==> config.mk <==
export PLATFORM = sky130hd
export DESIGN_NAME = wreg_file
export DESIGN_NICKNAME = d
export VERILOG_FILES = /design/src/rtl/wrf_pkg.sv /design/src/rtl/wrf_bank_sel.sv /design/src/rtl/wrf_pair_dec.sv /design/src/rtl/wrf_cell_next.sv /design/src/rtl/wreg_file.sv
export SDC_FILE = /design/constraint.sdc
export NUM_CORES = 1
export LEC_CHECK = 0
export BUFFER_PORTS_ARGS = -buffer_cell sky130_fd_sc_hd__buf_2
export CAP_MARGIN = 20
export CORE_UTILIZATION = 45
export CTS_BUF_LIST = sky130_fd_sc_hd__clkbuf_8 sky130_fd_sc_hd__clkbuf_16
export DETAILED_ROUTE_END_ITERATION = 12
export GPL_TIMING_DRIVEN = 0
export PLACE_DENSITY = 0.71
export RECOVER_POWER = 25
export SYNTH_ARGS = -nofsm -noshare
export SYNTH_HDL_FRONTEND = slang
export SYNTH_SLANG_ARGS = --single-unit
==> constraint.sdc <==
create_clock -name clk -period 3.78 [get_ports clk]
set_clock_uncertainty 0.1 [all_clocks]
set_input_delay 0.567 -clock clk [delete_from_list [all_inputs] [get_ports clk]]
set_output_delay 0.567 -clock clk [all_outputs]
set_load 0.1 [all_outputs]
==> src/rtl/wrf_pkg.sv <==
package wrf_pkg;

    localparam int REGS_PER_BANK = 8;
    localparam int OFF_W         = 3;

    // register offsets inside one bank
    localparam logic [OFF_W-1:0] OFF_A = 3'd0;
    localparam logic [OFF_W-1:0] OFF_E = 3'd1;
    localparam logic [OFF_W-1:0] OFF_L = 3'd2;
    localparam logic [OFF_W-1:0] OFF_H = 3'd3;
    localparam logic [OFF_W-1:0] OFF_X = 3'd4;
    localparam logic [OFF_W-1:0] OFF_W_REG = 3'd5;
    localparam logic [OFF_W-1:0] OFF_Z = 3'd6;
    localparam logic [OFF_W-1:0] OFF_Y = 3'd7;

    typedef enum logic [2:0] {
        PAIR_EA = 3'd0,
        PAIR_HL = 3'd1,
        PAIR_WX = 3'd2,
        PAIR_YZ = 3'd3,
        PAIR_WL = 3'd4
    } pair_code_e;

    typedef struct packed {
        logic             valid;
        logic [OFF_W-1:0] hi;
        logic [OFF_W-1:0] lo;
    } pair_map_t;

    function automatic pair_map_t decode_pair(input logic [2:0] code);
        pair_map_t m;
        m = '0;
        case (code)
            PAIR_EA: begin m.valid = 1'b1; m.hi = OFF_E;     m.lo = OFF_A; end
            PAIR_HL: begin m.valid = 1'b1; m.hi = OFF_H;     m.lo = OFF_L; end
            PAIR_WX: begin m.valid = 1'b1; m.hi = OFF_W_REG; m.lo = OFF_X; end
            PAIR_YZ: begin m.valid = 1'b1; m.hi = OFF_Y;     m.lo = OFF_Z; end
            PAIR_WL: begin m.valid = 1'b1; m.hi = OFF_W_REG; m.lo = OFF_L; end
            default: m = '0;
        endcase
        return m;
    endfunction

endpackage

==> src/rtl/wrf_bank_sel.sv <==
module wrf_bank_sel #(
    parameter int BANK_W = 2
) (
    input  logic              bank_en,
    input  logic [BANK_W-1:0] bank_sel,
    output logic [BANK_W-1:0] bank_eff
);
    always_comb begin
        bank_eff = bank_en ? bank_sel : '0;
    end
endmodule

==> src/rtl/wrf_pair_dec.sv <==
module wrf_pair_dec
    import wrf_pkg::*;
#(
    parameter int BANK_W = 2
) (
    input  logic [2:0]              pair_sel,
    input  logic [BANK_W-1:0]       bank,
    output logic                    valid,
    output logic [BANK_W+OFF_W-1:0] hi_cell,
    output logic [BANK_W+OFF_W-1:0] lo_cell
);
    pair_map_t map;

    always_comb begin
        map     = decode_pair(pair_sel);
        valid   = map.valid;
        hi_cell = {bank, map.hi};
        lo_cell = {bank, map.lo};
    end
endmodule

==> src/rtl/wrf_cell_next.sv <==
module wrf_cell_next #(
    parameter int NIB_W = 4,
    parameter int BIT_W = $clog2(NIB_W)
) (
    input  logic [NIB_W-1:0] cur,
    input  logic             pair_hit,
    input  logic [NIB_W-1:0] pair_nib,
    input  logic             nib_hit,
    input  logic [NIB_W-1:0] nib_data,
    input  logic             bit_hit,
    input  logic [BIT_W-1:0] bit_idx,
    input  logic             bit_val,
    input  logic             mem_hit,
    input  logic [NIB_W-1:0] mem_data,
    output logic [NIB_W-1:0] nxt
);
    always_comb begin
        nxt = cur;
        if (pair_hit) begin
            nxt = pair_nib;
        end else if (nib_hit) begin
            nxt = nib_data;
        end else if (bit_hit) begin
            nxt          = cur;
            nxt[bit_idx] = bit_val;
        end else if (mem_hit) begin
            nxt = mem_data;
        end
    end
endmodule

==> src/rtl/wreg_file.sv <==
module wreg_file
    import wrf_pkg::*;
#(
    parameter int BANKS = 4,
    parameter int NIB_W = 4
) (
    input  logic                                  clk,
    input  logic                                  rst_n,
    input  logic                                  bank_en,
    input  logic [$clog2(BANKS)-1:0]              bank_sel,
    input  logic [2:0]                            nib_sel,
    input  logic                                  nib_we,
    input  logic [NIB_W-1:0]                      nib_wdata,
    output logic [NIB_W-1:0]                      nib_rdata,
    input  logic [2:0]                            bit_sel,
    input  logic [$clog2(NIB_W)-1:0]              bit_idx,
    input  logic                                  bit_we,
    input  logic                                  bit_wval,
    output logic                                  bit_rval,
    input  logic [2:0]                            pair_sel,
    input  logic                                  pair_we,
    input  logic [2*NIB_W-1:0]                    pair_wdata,
    output logic [2*NIB_W-1:0]                    pair_rdata,
    input  logic [$clog2(BANKS)+OFF_W-1:0]        mem_addr,
    input  logic                                  mem_we,
    input  logic [NIB_W-1:0]                      mem_wdata,
    output logic [NIB_W-1:0]                      mem_rdata
);
    localparam int BANK_W = $clog2(BANKS);
    localparam int BIT_W  = $clog2(NIB_W);
    localparam int ADDR_W = BANK_W + OFF_W;
    localparam int NCELL  = BANKS * REGS_PER_BANK;

    typedef struct packed {
        logic [NCELL-1:0][NIB_W-1:0] cells;
    } state_t;

    state_t state_d, state_q;

    logic [BANK_W-1:0]       bank_eff;
    logic                    pair_valid;
    logic [ADDR_W-1:0]       pair_hi_cell, pair_lo_cell;
    logic [ADDR_W-1:0]       nib_cell, bit_cell;
    logic [NCELL-1:0][NIB_W-1:0] cell_nxt;

    wrf_bank_sel #(.BANK_W(BANK_W)) u_bank (
        .bank_en  (bank_en),
        .bank_sel (bank_sel),
        .bank_eff (bank_eff)
    );

    wrf_pair_dec #(.BANK_W(BANK_W)) u_pair (
        .pair_sel (pair_sel),
        .bank     (bank_eff),
        .valid    (pair_valid),
        .hi_cell  (pair_hi_cell),
        .lo_cell  (pair_lo_cell)
    );

    assign nib_cell = {bank_eff, nib_sel};
    assign bit_cell = {bank_eff, bit_sel};

    for (genvar c = 0; c < NCELL; c++) begin : g_cell
        localparam logic [ADDR_W-1:0] CA = ADDR_W'(c);
        logic             hit_hi, hit_lo, pair_hit;
        logic [NIB_W-1:0] pair_nib;

        assign hit_hi   = (pair_hi_cell == CA);
        assign hit_lo   = (pair_lo_cell == CA);
        assign pair_hit = pair_we && pair_valid && (hit_hi || hit_lo);
        assign pair_nib = hit_hi ? pair_wdata[2*NIB_W-1:NIB_W] : pair_wdata[NIB_W-1:0];

        wrf_cell_next #(.NIB_W(NIB_W), .BIT_W(BIT_W)) u_next (
            .cur      (state_q.cells[c]),
            .pair_hit (pair_hit),
            .pair_nib (pair_nib),
            .nib_hit  (nib_we && (nib_cell == CA)),
            .nib_data (nib_wdata),
            .bit_hit  (bit_we && (bit_cell == CA)),
            .bit_idx  (bit_idx),
            .bit_val  (bit_wval),
            .mem_hit  (mem_we && (mem_addr == CA)),
            .mem_data (mem_wdata),
            .nxt      (cell_nxt[c])
        );
    end

    // next-state process
    always_comb begin
        state_d       = state_q;
        state_d.cells = cell_nxt;
    end

    // register process
    always_ff @(posedge clk or negedge rst_n) begin
        if (!rst_n) begin
            state_q <= '0;
        end else begin
            state_q <= state_d;
        end
    end

    // read side
    logic [NIB_W-1:0] bit_nib;

    always_comb begin
        nib_rdata  = state_q.cells[nib_cell];
        bit_nib    = state_q.cells[bit_cell];
        bit_rval   = bit_nib[bit_idx];
        mem_rdata  = state_q.cells[mem_addr];
        pair_rdata = pair_valid ? {state_q.cells[pair_hi_cell], state_q.cells[pair_lo_cell]}
                                : '0;
    end

endmodule

==> After elaboration in Yosys (flattened, before gate mapping) <==
Index checks and enable logic that the tools add are counted.
{ "classes": {"order_cmp": 7, "n_eq_ne": 159, "mux": 209, "n_reduce_logical": 200} }
{ "ops": {"columns": ["op", "n"], "rows": [
  ["4-bit 2-to-1 mux", 165],
  ["5-bit == test (second input constant)", 80],
  ["5-bit by 4-bit == test with 1-bit output (second input constant)", 40],
  ["1-bit logical AND", 130],
  ["4-bit bitwise mux", 32],
  ["4-bit nonzero test", 32],
  ["4-bit binary-select mux with 5-bit select", 5],
  ["5-bit by 3-bit == test with 1-bit output (second input constant)", 20],
  ["5-bit by 2-bit == test with 1-bit output (second input constant)", 10],
  ["7-bit one-hot mux with 5 select lines", 1],
  ["1-bit logical OR", 32],
  ["5-bit by 6-bit less-than comparator with 1-bit output (second input constant)", 5],
  ["5-bit by 1-bit == test with 1-bit output (second input constant)", 5],
  ["5-bit zero test", 5],
  ["8-bit 2-to-1 mux", 1],
  ["3-bit by 2-bit == test with 1-bit output (second input constant)", 2],
  ["3-bit by 1-bit == test with 1-bit output (second input constant)", 1],
  ["3-bit == test (second input constant)", 1],
  ["3-bit zero test", 1],
  ["2-bit by 3-bit less-than comparator with 1-bit output (second input constant)", 1],
  ["1-bit binary-select mux with 2-bit select", 1],
  ["1-bit demux with 2-bit select", 1],
  ["2-bit by 1-bit greater-or-equal comparator with 1-bit output (second input constant)", 1],
  ["1-bit 2-to-1 mux", 2],
  ["2-bit 2-to-1 mux", 1]
]} }
{ "totals": {"regBits": 128, "in_bits": 42, "output_inout_bits": 17, "word_cells": 607} }

==> Depth between registers and ports, before layout <==
Gate-level depths: netlist of the first run.
{ "logic_depth": {"ltp_word": 8, "mapped_depth": 9, "mapped_depth_nobuf": 6} }

==> By module <==
A second synthesis of the first run with hierarchy kept.
{ "unflattened": {"hier_cells": 1913, "hier_area_um2": 18325.1} }
{ "modules_own_cells": {"columns": ["module", "n_inst", "cells_per_inst", "area_per_inst_um2", "seq_area_each_um2"], "rows": [
  ["wreg_file", 1, 905, 11175.7, 3203.1],
  ["wrf_cell_next", 32, 31, 220.2, 0.0],
  ["wrf_pair_dec", 1, 14, 90.1, 0.0],
  ["wrf_bank_sel", 1, 2, 12.5, 0.0]
]} }

==> Worst setup path after synthesis of the first run <==
Ideal clock, no wire load.
{ "synth_path": {"path_type": "input-to-output", "from": "input port bank_sel[0]", "to": "output port pair_rdata[2]", "arrival_ns": 4.136, "required_ns": 3.113, "slack_ns": -1.023, "cell_stages": 7, "n_path_buf": 3, "cell_sequence": "buf_2 > o21a_1 > buf_2 > clkbuf_1 > o22ai_1 > a221o_1 > a221oi_1"} }
{ "synth_via": {"elab_chain_cells": 4} }
{ "synth_lines": {"columns": ["element", "line", "text"], "rows": [
  ["start: declaration", "wreg_file.sv:10", "input logic [$clog2(BANKS)-1:0] bank_sel,"],
  ["2-bit 2-to-1 mux", "wrf_bank_sel.sv:9", "bank_eff = bank_en ? bank_sel : '0;"],
  ["4-bit binary-select mux with 5-bit select", "wreg_file.sv:111", "pair_rdata = pair_valid ? {state_q.cells[pair_hi_cell], state_q.cells[pair_lo_cell]}"],
  ["4-bit 2-to-1 mux (implied by the code)", "wreg_file.sv:111", null],
  ["8-bit 2-to-1 mux", "wreg_file.sv:111", null],
  ["end: declaration", "wreg_file.sv:23", "output logic [2*NIB_W-1:0] pair_rdata,"]
]} }
No other way between the ends. The select of a mux whose other input is x is not followed.

==> Worst setup path after layout of the first run <==
{ "layout_path": {"from": "register state_q[74] in the netlist's numbering", "to": "output port bit_rval"} }
{ "layout_via": {"elab_chain_cells": 4} }
{ "layout_lines": {"columns": ["element", "line", "text"], "rows": [
  ["start: declaration", "wreg_file.sv:38", "state_t state_d, state_q;"],
  ["start signal: assignment", "wreg_file.sv:99", "state_q <= state_d;"],
  ["4-bit binary-select mux with 5-bit select", "wreg_file.sv:108", "bit_nib = state_q.cells[bit_cell];"],
  ["4-bit 2-to-1 mux (implied by the code)", "wreg_file.sv:108", null],
  ["1-bit binary-select mux with 2-bit select", "wreg_file.sv:109", "bit_rval = bit_nib[bit_idx];"],
  ["1-bit 2-to-1 mux (implied by the code)", "wreg_file.sv:109", null],
  ["end: declaration", "wreg_file.sv:19", "output logic bit_rval,"]
]} }
No other way between the ends. The select of a mux whose other input is x is not followed.

==> impl_results.md, run 1 <==
- Max FFs per register: 128
- First-pass GRT wire length: 126100 um
- Critical Path AT: 3260 ps
- Sink Count: 128
- Ports: 59
- Largest registers: state_q x128
- Max IR drop VDD: 451.4 uV
- Violated checks: negative setup slack
- Peak Freq: 0.2545 GHz
- Pleak: 6.604 nW
- Pwr Density: 471.3 mW/mm^2
- Nets: 1976
- Die width: 187.6 um
- Final setup TNS: -149.9 ps
- Hold Path Class: reg2reg
- DP Cell Count: 2363
- Max-slew headroom: 0.04974
- Post-synth top area share: 0.2065
- Initial antenna violation count: 2
- Routability cong.: 1.074
- Final min period: a little under 4000 ps
- Max Cap Violations: 0
- CTS tree: yes
- Status: finished with violations
- Post-synth EDFFs: 0
- Library cells used by synthesis: 83
- Setup ws final: -149.9 ps
- Sequential area share after synthesis: 0.2065
- Finished Layout Cells: 2396
- Syn. warnings: 0
- Row count: 67
- Hold Violations, Final: 0
- Core area: approximately 0.034 sq mm
- ANT nets after route: 0
- Vias in the first global route: 16898
- Layout cell share with drive strength beyond 1: 0.1844
- Syn nets: ~1900
- Die area: 0.03521 sq mm
- Pre-antenna DRT Iters: 7
- Reg clk slew, reported paths: 60 ps
- Dominant synthesized flop cell: dfrtp_1
- # DRC: 0
- Mapped Cells: between 1500 and 2000
- Place WS: -734.1 ps
- Asr flop ratio synth: 1.000
- Period utilization: 1.040
- Total Wirelength: 89960 um
- Worst EP required: just over 3000 ps
- Area Growth Syn to Fin: 10.89%
- Detail Placement HPWL: 68670 um
- DR WL/cell: around 38 um
- Total grt overflow: 0
- Area leader, netlist: dfrtp_1
- Syn Area/Cell: 8.302 sq um
- Placed cell area: between 0.015 and 0.02 sq mm
- CP startpoint kind: flip-flop
- GR Util All Layers: 0.5089
- Final instance area: 0.01720 sq mm
- CP Capture Type: output pin
- Commonest non-fill, non-tap cell in the layout: nor2_1
- DR vias: 18333
- Crit path max fanout: 6
- Starting density of the core: 0.4602
- Pin slew with the least headroom to its limit: 1425 ps
- Vias per inst: 7.652
- # setup viols final: 1
- Max Slew Vio Count: 0
- Unrepaired setup endpoints after global routing: true
- Total CTS buffers: 17
- Iter 0 DRT Violations: 3435
- Root buf cell: clkbuf_16
- Clk_lat worst skew: 450 ps
- Crit path kind: reg2out
- H-tree depth: 4
- #FFs+latches synth: roughly 130
- IO Port Bufs: 45
- Die Y: 187.6 um
- Synth top area cells: dfrtp_1 21%, mux4_2 16%, mux2i_1 9.9%
- Maximum number of pins on one net before global-route repair: 80
- Commonest non-fill, non-tap cells in the layout: 203 x nor2_1, 165 x a21oi_1, 154 x mux2i_1
- CTS max path bufs: 2
- Post-Synthesis Cell Area: 0.01551 sq mm
- Top reg by flops: state_q
synthesized netlist by cell type (6+ instances only):
master,number
a211oi_1,116
a21oi_1,166
a221o_1,18
a221oi_1,32
a22oi_1,9
a31oi_1,48
and2_1,8
and3_1,9
buf_1,20
buf_2,51
clkbuf_1,101
dfrtp_1,128
inv_1,68
mux2_2,11
mux2i_1,154
mux4_2,109
nand2_1,146
nand2b_1,22
nand3_1,56
nand4_1,10
nor2_1,205
nor2b_1,14
nor3_1,49
nor3_2,12
nor3_4,15
o211a_1,8
o211ai_1,23
o21ai_0,71
o21ai_1,10
o22ai_1,48
o31ai_1,16
or2_2,8
or3_1,6
final timing paths:
check                                     to  cells after the start  slack, ps        start
worst max-delay path                bit_rval                      6       -150  state_q[74]
worst min-delay path             state_q[87]                      2        520  state_q[87]
worst max register to register   state_q[35]                      4       2350  state_q[35]
worst min register to register   state_q[87]                      2        520  state_q[87]
max in group asynchronous       state_q[109]                      3        680        rst_n
min in group asynchronous        state_q[81]                      2        860        rst_n
layer usage:
layer | track usage | wire (um) | vias up
met5 | 0 | 9 | -
met4 | 0.3746 | 7934 | 2
met1 | 0.6222 | 30550 | 8615
met2 | 0.7205 | 36550 | 1872
li1 | - | - | 7357
met3 | 0.2036 | 14910 | 487
where the power goes:
| group | switching (mW) | internal, mW |
|---|---|---|
| Combinational | 1.84 | 1.35 |
| Clock | 0.701 | 1.22 |
| Sequential | 1.22 | 1.78 |
repair_timing:
item,CTS,global route
setup buffers,0,2
endpoints found under the hold margin,11,0
setup endpoints to repair,13,9
pin swaps,2,3
hold buffers,1,0
gates cloned,0,0
resized for setup,35,44
metrics by stage:
| step | total power, mW | utilization | hold WS (ps) |
|---|---|---|---|
| after floorplan | 4.469 | - | 171.4 |
| after global placement | 5.836 | 0.4843 | 484.9 |
| after detailed placement | 5.873 | 0.4857 | 450.2 |
| after CTS | 7.771 | 0.5069 | 495.2 |
| after global routing | 8.205 | 0.5102 | 531.9 |
| final | 8.106 | 0.5103 | 515.7 |
area by class of cell:
class | instances | area [sq um]
inverter | 68 | 255.2
buffer | 172 | 837.1
fill | 3320 | 16500
timing repair buffer | 53 | 327.8
antenna | 1 | 2.502
multi-input combinational | 1494 | 11350
tap | 448 | 560.5
sequential | 128 | 3212
clock buffer | 20 | 466.7
clock inverter | 12 | 188.9
cells by family after synthesis:
group / after synthesis / share of synthesized area
simple gates: 602 / 0.1971
flops: 128 / 0.2065
compound gates: 617 / 0.2645
mux: 274 / 0.2657
xor+xnor: 1 / 0.0005648
buf+inv: 246 / 0.06559
critical path, stage by stage, from the launching register on:
cell and delay, ps:
dfrtp_2 530, mux4_2 520, a22o_1 200, o211ai_1 670, o311a_1 390, nand4_1 240
buf_12 250
Note: power is estimated with default switching activity, not from simulation.
==> run 2: changes to the inputs <==
MAX_ROUTING_LAYER = met4   (was unset)
SKIP_CTS_REPAIR_TIMING = 1   (was unset)
==> impl_results.md, run 2 (same netlist as run 1, synthesis figures left out) <==
- Clock Power Share: 0.214
- Reg2reg end: state_q[2]
- Pwr Density: 457.7 mW/mm^2
- Starting density of the core: 0.4602
- Final setup TNS: -115.4 ps
- CP max stage cell: a2111oi_1
- Core area: 0.03370 sq mm
- Detail Placement HPWL: 69590 um
- WHS Endpoint: state_q[60]
- Crit path cell chain: buf_2 -> clkbuf_2 -> or2_2 -> buf_1 -> a2111oi_1 -> a2bb2oi_1 -> o311a_1 -> nand4_1 -> clkbuf_4
- DR WL/cell: a little under 40 um
- Vias in the first global route: 17167
- Commonest non-fill, non-tap cells in the layout: 203 x nor2_1, 165 x a21oi_1, 154 x mux2i_1
- Met2 Use GR: 0.7209
- Total grt overflow: 0
- Max IR drop VDD: a little under 500 uV
- Pleak: 6.543 nW
- CTS tree: yes
- Sink Count: 128
- Hold Path Class: reg2reg
- First-pass GRT wire length: 130000 um
- Hold Violations, Final: 0
- Max Cap Violations: 1
- DR vias: around 19000
- Vias per inst: ~7.7
- Net Sw Power: 3.790 mW
- Crit path kind: in2out
- Unrepaired setup endpoints after global routing: true
- Critical Path AT: 3230 ps
- Row count: 67
- Iter 0 DRT Violations: just over 3000
- Grt met1 use: 0.6511
- Routability cong.: 1.134
- FF-to-FF setup slack: 2310 ps
- Internal power: 4.024 mW
- Placed cell area: 0.01638 sq mm
- Ports: 59
- CP startpoint kind: input port
- Max FFs per register: around 130
- R2r startpoint: state_q[2]
- Worst EP required: 3110 ps
- Die Y: 187.6 um
- Top reg by flops: state_q
- M3 GR Usage: 0.2325
- Gate power share: 0.410
- Root buf cell: clkbuf_16
- Peak Freq: ~0.26 GHz
- Total Wirelength: 93170 um
- Final instance area: ~0.017 sq mm
- Violated checks: max-capacitance violations, max-slew violations, negative setup slack
- Flop pwr share: 0.376
- Pre-antenna DRT Iters: 8
- Setup ws final: -114.5 ps
- Max-slew headroom: -0.9997
- Finished Layout Cells: 2403
- Layout cell share with drive strength beyond 1: 0.1823
- Die width: 187.6 um
- ANT nets after route: 0
- Die area: 0.03521 sq mm
- Status: finished with violations
- GR Util All Layers: 0.5437
- Reg clk slew, reported paths: 60 ps
- Filler Cell Count: 3380
- Initial antenna violation count: 7
- DP Cell Count: about 2400
- Period utilization: 1.030
- IO Port Bufs: 45
- Hold depth: 2
- CTS max path bufs: 2
- Area Growth Syn to Fin: 10.08%
- HP Start: state_q[60]
- Commonest non-fill, non-tap cell in the layout: nor2_1
- Gr busiest metal: met2
- Largest registers: state_q x128
- Delay of the slowest cell on the worst path: 530 ps
- Fraction of power spent switching nets: 0.4850
- Clk_lat worst skew: ~460 ps
- H-tree depth: 4
- CP Capture Type: output pin
- Total CTS buffers: 17
- # DRC: 0
- Maximum number of pins on one net before global-route repair: 87
- Pin slew with the least headroom to its limit: 3000 ps
- Final min period: 3894 ps
- Nets: 1976
- Max Slew Vio Count: 43
- # setup viols final: 2
- R2R cell count: 3
- Crit path max fanout: 10
run 2: cell types whose count changed in the layout (fill, tap and decap cells not counted), moves of 2 or more:
| cell | change |
|---|---|
| buf_4 | -7 |
| clkbuf_4 | +7 |
| dfrtp_1 | +7 |
| dfrtp_2 | -7 |
| diode_2 | +7 |
| bufinv_16 | -4 |
| clkbuf_2 | +4 |
| clkinv_2 | +3 |
| buf_12 | -2 |
| buf_8 | -2 |
| clkbuf_8 | -2 |
| clkinv_4 | +2 |
| clkinvlp_4 | +2 |
| inv_1 | -2 |
run 2: cell type report:
| class | count | area (sq um) | area share |
|---|---|---|---|
| Inverter | 68 | 255.2 | 0.01495 |
| Clock inverter | 14 | 117.6 | 0.006889 |
| Antenna cell | 8 | 20.02 | 0.001173 |
| Multi-Input combinational cell | 1494 | 11340 | 0.6642 |
| Sequential cell | 128 | 3203 | 0.1876 |
| Tap cell | 448 | 560.5 | 0.03283 |
| Buffer | 173 | 808.3 | 0.04735 |
| Clock buffer | 18 | 439.2 | 0.02573 |
| Timing Repair Buffer | 52 | 329.1 | 0.01928 |
run 2: worst max-delay path, delay by kind of cell:
kind / cells / cell delay [ps]
compound gates: 3 / 910
buf+inv: 4 / 1180
simple gates: 2 / 560
run 2: how the worst max path moves through the flow:
stage / from / endpoint / slack, ps / depth (start not counted)
final: bit_idx[1] / bit_rval / -110 / 9
after global routing: bit_idx[1] / bit_rval / -30 / 9
after CTS: bit_idx[1] / bit_rval / -970 / 8
after detailed placement: bit_idx[1] / bit_rval / -960 / 8
after global placement: bit_idx[1] / bit_rval / -950 / 8
after floorplan: bank_sel[0] / pair_rdata[2] / -60 / 7
run 2: through the flow:
step | hold WS (ps) | util | setup slack (ps) | total power, mW
2_1_floorplan | 171.4 | - | -60.11 | 4.469
3_3_place_gp | 465.7 | 0.4843 | -946.7 | 5.797
3_5_place_dp | 433.2 | 0.4860 | -961.4 | 5.850
4_1_cts | -38.89 | 0.5026 | -972.5 | 7.480
5_1_grt | 530.6 | 0.5064 | -31.92 | 7.890
6_report | 506.0 | 0.5066 | -114.5 | 7.813
run 2: power groups by stage:
stage	Clock (mW)	Combinational [mW]	Sequential [mW]
2_1_floorplan	0	2.30	2.17
3_3_place_gp	0	3.03	2.77
3_5_place_dp	0	3.06	2.79
4_1_cts	1.64	3.08	2.76
5_1_grt	1.70	3.32	2.87
6_report	1.67	3.21	2.94
run 2: per-layer routing:
metal | part of all wire | vias up | wire length [um]
met5 | 0 | - | 0
met4 | 0.091 | 0 | 8485
met3 | 0.17 | 536 | 15650
met2 | 0.39 | 1931 | 36500
met1 | 0.35 | 8740 | 32530
li1 | - | 7359 | -
